### config.mk
export PLATFORM = sky130hd
export DESIGN_NAME = gpio_bank
export DESIGN_NICKNAME = d
export VERILOG_FILES = /design/src/rtl/gpio_pkg.sv /design/src/rtl/gpio_sync.sv /design/src/rtl/gpio_regfile.sv /design/src/rtl/gpio_drive.sv /design/src/rtl/gpio_bank.sv
export SDC_FILE = /design/constraint.sdc
export NUM_CORES = 1
export LEC_CHECK = 0
export CAP_MARGIN = 10
export CORE_ASPECT_RATIO = 1.2
export CORE_MARGIN = 5
export CORE_UTILIZATION = 37
export CTS_BUF_LIST = sky130_fd_sc_hd__clkbuf_4 sky130_fd_sc_hd__clkbuf_8 sky130_fd_sc_hd__clkbuf_16
export CTS_CLUSTER_SIZE = 40
export DETAILED_ROUTE_END_ITERATION = 7
export PLACE_DENSITY = 0.71
export REMOVE_ABC_BUFFERS = 1
export SYNTH_ARGS = -nofsm -noshare
export SYNTH_HDL_FRONTEND = slang
export SYNTH_SLANG_ARGS = --single-unit
### constraint.sdc
create_clock -name clk -period 4.2 [get_ports clk]
set_input_delay 1.26 -clock clk [delete_from_list [all_inputs] [get_ports clk]]
set_output_delay 1.26 -clock clk [all_outputs]
set_load 0.02 [all_outputs]
### src/rtl/gpio_pkg.sv
package gpio_pkg;
    localparam int ADDR_W = 4;

    localparam logic [ADDR_W-1:0] ADR_DIR  = 4'h0;
    localparam logic [ADDR_W-1:0] ADR_MODE = 4'h1;
    localparam logic [ADDR_W-1:0] ADR_LVL  = 4'h2;
    localparam logic [ADDR_W-1:0] ADR_PADS = 4'h3;
endpackage

### src/rtl/gpio_sync.sv
module gpio_sync #(
    parameter int NPIN = 8
) (
    input  logic            clk,
    input  logic            rst_n,
    input  logic [NPIN-1:0] async_in,
    output logic [NPIN-1:0] sync_out
);
    typedef struct packed {
        logic [NPIN-1:0] meta;
        logic [NPIN-1:0] stable;
    } sync_t;

    sync_t s_d, s_q;

    always_comb begin
        s_d        = s_q;
        s_d.meta   = async_in;
        s_d.stable = s_q.meta;
    end

    // Idle pads are pulled high, so both stages reset to all ones.
    always_ff @(posedge clk) begin
        if (!rst_n) s_q <= '{meta: '1, stable: '1};
        else        s_q <= s_d;
    end

    assign sync_out = s_q.stable;

    // Checker: count cycles since reset so the two-edge delay is only checked
    // once two real samples of the input exist.
    logic [1:0]      age_q;
    logic [NPIN-1:0] in_p1_q, in_p2_q;
    always_ff @(posedge clk) begin
        if (!rst_n) begin
            age_q <= '0;
        end else if (age_q != 2'd2) begin
            age_q <= age_q + 2'd1;
        end
        in_p1_q <= async_in;
        in_p2_q <= in_p1_q;
    end

    p_two_edge_delay_r8: assert property (@(posedge clk) disable iff (!rst_n)
        (age_q == 2'd2) |-> (sync_out == in_p2_q));
endmodule

### src/rtl/gpio_regfile.sv
module gpio_regfile
    import gpio_pkg::*;
#(
    parameter int NPIN   = 8,
    parameter int DATA_W = 16
) (
    input  logic              clk,
    input  logic              rst_n,
    input  logic              wr_en,
    input  logic [ADDR_W-1:0] addr,
    input  logic [DATA_W-1:0] wdata,
    output logic [DATA_W-1:0] rdata,
    input  logic [NPIN-1:0]   pads_sync,
    output logic [NPIN-1:0]   dir_q,
    output logic [NPIN-1:0]   mode_q,
    output logic [NPIN-1:0]   lvl_q
);
    localparam int PAD_W = DATA_W - NPIN;

    typedef struct packed {
        logic [NPIN-1:0] dir;
        logic [NPIN-1:0] mode;
        logic [NPIN-1:0] lvl;
    } regs_t;

    regs_t r_d, r_q;

    // Only the low byte is stored; the upper byte is discarded here.
    logic unused_wdata_hi;
    assign unused_wdata_hi = ^wdata[DATA_W-1:NPIN];

    always_comb begin
        r_d = r_q;
        if (wr_en) begin
            unique case (addr)
                ADR_DIR:  r_d.dir  = wdata[NPIN-1:0];
                ADR_MODE: r_d.mode = wdata[NPIN-1:0];
                ADR_LVL:  r_d.lvl  = wdata[NPIN-1:0];
                default:  ;
            endcase
        end
    end

    always_ff @(posedge clk) begin
        if (!rst_n) r_q <= '0;
        else        r_q <= r_d;
    end

    always_comb begin
        rdata = '0;
        unique case (addr)
            ADR_DIR:  rdata = {{PAD_W{1'b0}}, r_q.dir};
            ADR_MODE: rdata = {{PAD_W{1'b0}}, r_q.mode};
            ADR_LVL:  rdata = {{PAD_W{1'b0}}, r_q.lvl};
            ADR_PADS: rdata = {{PAD_W{1'b0}}, pads_sync};
            default:  rdata = '0;
        endcase
    end

    assign dir_q  = r_q.dir;
    assign mode_q = r_q.mode;
    assign lvl_q  = r_q.lvl;

    // Checker: becomes true one edge after reset is released.
    logic past_ok_q;
    always_ff @(posedge clk) begin
        if (!rst_n) past_ok_q <= 1'b0;
        else        past_ok_q <= 1'b1;
    end

    p_dir_write_r2: assert property (@(posedge clk) disable iff (!rst_n)
        past_ok_q && $past(wr_en && addr == ADR_DIR) |-> dir_q == $past(wdata[NPIN-1:0]));
    p_lvl_write_r7: assert property (@(posedge clk) disable iff (!rst_n)
        past_ok_q && $past(wr_en && addr == ADR_LVL) |-> lvl_q == $past(wdata[NPIN-1:0]));
    p_upper_zero_r9: assert property (@(posedge clk) disable iff (!rst_n)
        rdata[DATA_W-1:NPIN] == '0);
    p_unmapped_zero_r10: assert property (@(posedge clk) disable iff (!rst_n)
        (addr > ADR_PADS) |-> rdata == '0);
    p_unmapped_nochange_r10: assert property (@(posedge clk) disable iff (!rst_n)
        past_ok_q && $past(addr > ADR_PADS) |-> $stable(r_q));
endmodule

### src/rtl/gpio_drive.sv
module gpio_drive #(
    parameter int NPIN = 8
) (
    input  logic [NPIN-1:0] dir,
    input  logic [NPIN-1:0] mode,
    input  logic [NPIN-1:0] lvl,
    output logic [NPIN-1:0] oe,
    output logic [NPIN-1:0] dout,
    output logic [NPIN-1:0] pu
);
    for (genvar g = 0; g < NPIN; g++) begin : g_pin
        logic push_pull;
        logic open_drain;
        assign push_pull  = dir[g] & mode[g];
        assign open_drain = dir[g] & ~mode[g];
        always_comb begin
            oe[g]   = push_pull | (open_drain & ~lvl[g]);
            dout[g] = push_pull & lvl[g];
            pu[g]   = ~push_pull;
        end
    end
endmodule

### src/rtl/gpio_bank.sv
module gpio_bank
    import gpio_pkg::*;
#(
    parameter int NPIN   = 8,
    parameter int DATA_W = 16
) (
    input  logic              clk,
    input  logic              rst_n,
    input  logic              bus_wr,
    input  logic [ADDR_W-1:0] bus_addr,
    input  logic [DATA_W-1:0] bus_wdata,
    output logic [DATA_W-1:0] bus_rdata,
    input  logic [NPIN-1:0]   pad_in,
    output logic [NPIN-1:0]   pad_oe,
    output logic [NPIN-1:0]   pad_out,
    output logic [NPIN-1:0]   pad_pu
);
    logic [NPIN-1:0] pads_sync;
    logic [NPIN-1:0] dir_q, mode_q, lvl_q;

    gpio_sync #(.NPIN(NPIN)) i_sync (
        .clk      (clk),
        .rst_n    (rst_n),
        .async_in (pad_in),
        .sync_out (pads_sync)
    );

    gpio_regfile #(.NPIN(NPIN), .DATA_W(DATA_W)) i_regs (
        .clk       (clk),
        .rst_n     (rst_n),
        .wr_en     (bus_wr),
        .addr      (bus_addr),
        .wdata     (bus_wdata),
        .rdata     (bus_rdata),
        .pads_sync (pads_sync),
        .dir_q     (dir_q),
        .mode_q    (mode_q),
        .lvl_q     (lvl_q)
    );

    gpio_drive #(.NPIN(NPIN)) i_drive (
        .dir  (dir_q),
        .mode (mode_q),
        .lvl  (lvl_q),
        .oe   (pad_oe),
        .dout (pad_out),
        .pu   (pad_pu)
    );

    p_input_no_drive_r5: assert property (@(posedge clk) disable iff (!rst_n)
        ((~dir_q) & (pad_oe | pad_out)) == '0);
    p_od_never_high_r4: assert property (@(posedge clk) disable iff (!rst_n)
        ((~mode_q) & pad_out) == '0);
    p_pp_follows_lvl_r3: assert property (@(posedge clk) disable iff (!rst_n)
        (dir_q & mode_q & (pad_out ^ lvl_q)) == '0);
    p_pullup_off_only_pp_r6: assert property (@(posedge clk) disable iff (!rst_n)
        ((~pad_pu) & ~(dir_q & mode_q)) == '0);
endmodule

==> impl_metrics.csv <==
group,metric,value,unit
clock_tree,root_buffer,"clkbuf_8",
detailed_routing,drc,0,
sta,finalCriticalPeriod,4150,ps
sta,skew,0.556,ps
floorplanning,ios,71,
synthesis,synthesis.area,1840,sq um
floorplanning,die_h,87.2,um
detailed_routing,vias,1379,
synthesis,yosys_warnings,0,
floorplanning,die_x,74.3,um
final_layout,post-route-util,51.1,%
synthesis,synth_simple_gate_area_share,20.9,%
sta,relSlewSlack,45.8,%
synthesis,synth_xor_area_share,0,%
final_layout,drive_gt1_share,9.62,%
critical_path,crit_fanout,11,
synthesis,yosys-top-cells-area,"dfxtp_1 44%, mux2i_1 13%, nand2_1 8.2%",
final_layout,num_antenna_cells,0,
global_route,grt_pass1_vias,1401,
detailed_routing,routed_wl,3930,um
run_status,status,"finished clean",
synthesis,synth_top_area_share,43.6,%
clock_tree,path_clk_slew,80,ps
clock_tree,cts_buffers,5,
critical_path,end_kind,"primary output",
clock_tree,h-tree-depth,2,
synthesis,yosys.area_share.adder,0,%
placed_design,pre_cts_slack,-238,ps
detailed_routing,dr.max_layer_used,"met4",
detailed_routing,ant_nets,0,
sta,fmax,241,MHz
sta,hold_violations,0,
detailed_routing,wl_met3,251,um
global_route,grt_max_degree,49,
clock_tree,clkLatencyLatePin,290,ps
final_layout,nFillCells,473,
worst_hold_path,hold_path.class,"flop to flop",
placed_design,port_buffers,54,
synthesis,yosysUniqueCellTypes,18,
power_and_ir_drop,power,0.784,mW
sta,rsz0062_at_grt,"false",
critical_path,cp.required,2940,ps
power_and_ir_drop,p_per_area,315,nW/um^2
clock_tree,postCtsSetupBuffers,0,
clock_tree,cts.sinks,40,
sta,finalSetupViolations,0,
floorplanning,core_area,4870,sq um
synthesis,synthMuxAreaShare,23.3,%
global_route,antenna_found_initial,0,
synthesis,synth_compound_area_share,3.27,%
synthesis,synth.avg_cell_area,9.98,sq um
global_route,grt_usage,12.6,%
final_layout,area_growth,35.5,%
floorplanning,start_util,37.7,%
synthesis,yosysTopAreaCell,"dfxtp_1",
global_route,gr-total-overflow,0,
job,drv_cap,0,
detailed_routing,met1_length,1710,um
sta,timing.final.max_slew_violations,0,
sta,setup_slack,50.0,ps
floorplanning,design.die.area,6480,sq um
power_and_ir_drop,leakage,1.07,nW
critical_path,start_kind,"input pin",
final_layout,nets,269,
sta,worst_pin_slew,813,ps
detailed_routing,via_per_inst,4.61,
synthesis,synth-seq-cells,40,
clock_tree,clockBufferDepth,2,
detailed_routing,wire_per_inst,13.1,um
synthesis,yosysSeqAreaShare,43.6,%
detailed_routing,drtPass1Iterations,4,
clock_tree,hold_buffers,0,
detailed_routing,routed-wl-met2,1880,um
synthesis,synth_top_family_by_area,"multiplexers",
placed_design,gp_congestion,0.678,
placed_design,hpwl,2800,um
clock_tree,cts_tree,"built",
synthesis,synth_cells,184,
critical_path,crit_type,"input pin to primary output",
sta,fin_crit_sh,98.8,%
detailed_routing,drt_iter0_markers,67,
floorplanning,row_count,28,
critical_path,worst_ep_arrival_time,2890,ps
global_route,grt_pass1_wl,6300,um
power_and_ir_drop,ir_drop,0.000211,V
flip-flops by register name, summed over array words and instances (netlist names):
name             count
i_regs.dir_q         8
i_regs.lvl_q         8
i_regs.mode_q        8
i_sync.s_d           8
i_sync.sync_out      8
area by class of cell:
type / count / area (sq um) / area share [%]
Sequential cell: 40 / 801 / 32.2
Multi-Input combinational cell: 124 / 902 / 36.3
Clock inverter: 2 / 35.0 / 1.41
Tap cell: 60 / 75.1 / 3.02
Timing Repair Buffer: 59 / 568 / 22.8
Inverter: 8 / 30.0 / 1.21
Clock buffer: 6 / 76.3 / 3.07
synth_stat cells:
cell      number
a21boi_0       8
and2_1         8
and3_1         8
and4bb_2       1
buf_2          4
buf_4          8
buf_6          3
clkbuf_1       4
conb_1         1
dfxtp_1       40
inv_1          8
mux2i_1       24
mux4_1         2
mux4_2         6
nand2_1       40
nand2b_1      16
nand4b_1       2
nor2_1         1
path summary, 6_finish.rpt:
check,start,end,slack [ps],cells past startpoint
worst max-delay path,bus_addr[0],bus_rdata[3],50,5
worst min-delay path,i_sync.s_d[5]$_SDFF_PN1_,i_sync.sync_out[5]$_SDFF_PN1_,410,1
worst min register to register,i_sync.s_d[5]$_SDFF_PN1_,i_sync.sync_out[5]$_SDFF_PN1_,410,1
worst max register to register,i_regs.dir_q[6]$_SDFFE_PN0P_,i_regs.dir_q[6]$_SDFFE_PN0P_,3500,2
cell usage in the layout (no fill, tap or decap):
cell | synthesis | routed
nor2_1 | 1 | 1
and2_1 | 8 | 8
buf_4 | 8 | 4
bufinv_16 | 0 | 1
conb_1 | 1 | 8
dfxtp_1 | 40 | 40
nand4b_1 | 2 | 2
clkbuf_2 | 0 | 2
dlygate4sd2_1 | 0 | 6
buf_2 | 4 | 1
mux4_1 | 2 | 2
mux2i_1 | 24 | 24
clkbuf_8 | 0 | 5
clkdlybuf4s50_1 | 0 | 45
buf_12 | 0 | 1
and3_1 | 8 | 8
nand2_1 | 40 | 40
mux4_2 | 6 | 6
inv_1 | 8 | 8
clkinv_2 | 0 | 1
clkbuf_4 | 0 | 1
a21boi_0 | 8 | 8
and4bb_2 | 1 | 1
nand2b_1 | 16 | 16
layer usage:
metal	track usage [%]	vias up
met5	0	-
met1	14.7	635
li1	-	699
met3	2.89	7
met2	21.7	38
met4	5.83	0
kinds of logic after synthesis:
family                 Yosys count
AO/OA/AOI/OAI                    8
flip-flops                      40
AND/OR/NAND/NOR                 76
buffers and inverters           27
other                            1
multiplexers                    32
stage by stage:
| step | hold WS, ps | TNS [ps] | std cells | area (sq um) |
|---|---|---|---|---|
| 6_report | 410 | 0 | 299 | 2490 |
| 5_1_grt | 424 | 0 | 299 | 2490 |
| 4_1_cts | 410 | 0 | 299 | 2500 |
| 3_5_place_dp | 392 | -1290 | 291 | 2390 |
| 3_3_place_gp | 389 | -1280 | 291 | 2390 |
| 2_1_floorplan | 386 | 0 | 172 | 1730 |
report_power, final:
group / leakage, nW / internal (mW) / total (mW) / switching (mW)
Combinational: 0.689 / 0.0425 / 0.0792 / 0.0367
Clock: 0.0586 / 0.183 / 0.311 / 0.128
Sequential: 0.327 / 0.389 / 0.393 / 0.00435
Total: 1.07 / 0.614 / 0.784 / 0.169
repair_timing:
item                                    CTS  global route
endpoints found under the setup margin    8             2
resized for setup                         9             3
cloned                                    0             0
pin swaps                                 0             0
endpoints found under the hold margin     0             0
worst max-delay path, stage by stage:
cell and delay [ps]:
clkdlybuf4s50_1 510, buf_12 150, mux4_2 480, and2_1 160
dlygate4sd2_1 320
Power figures use the tool's default switching activity.
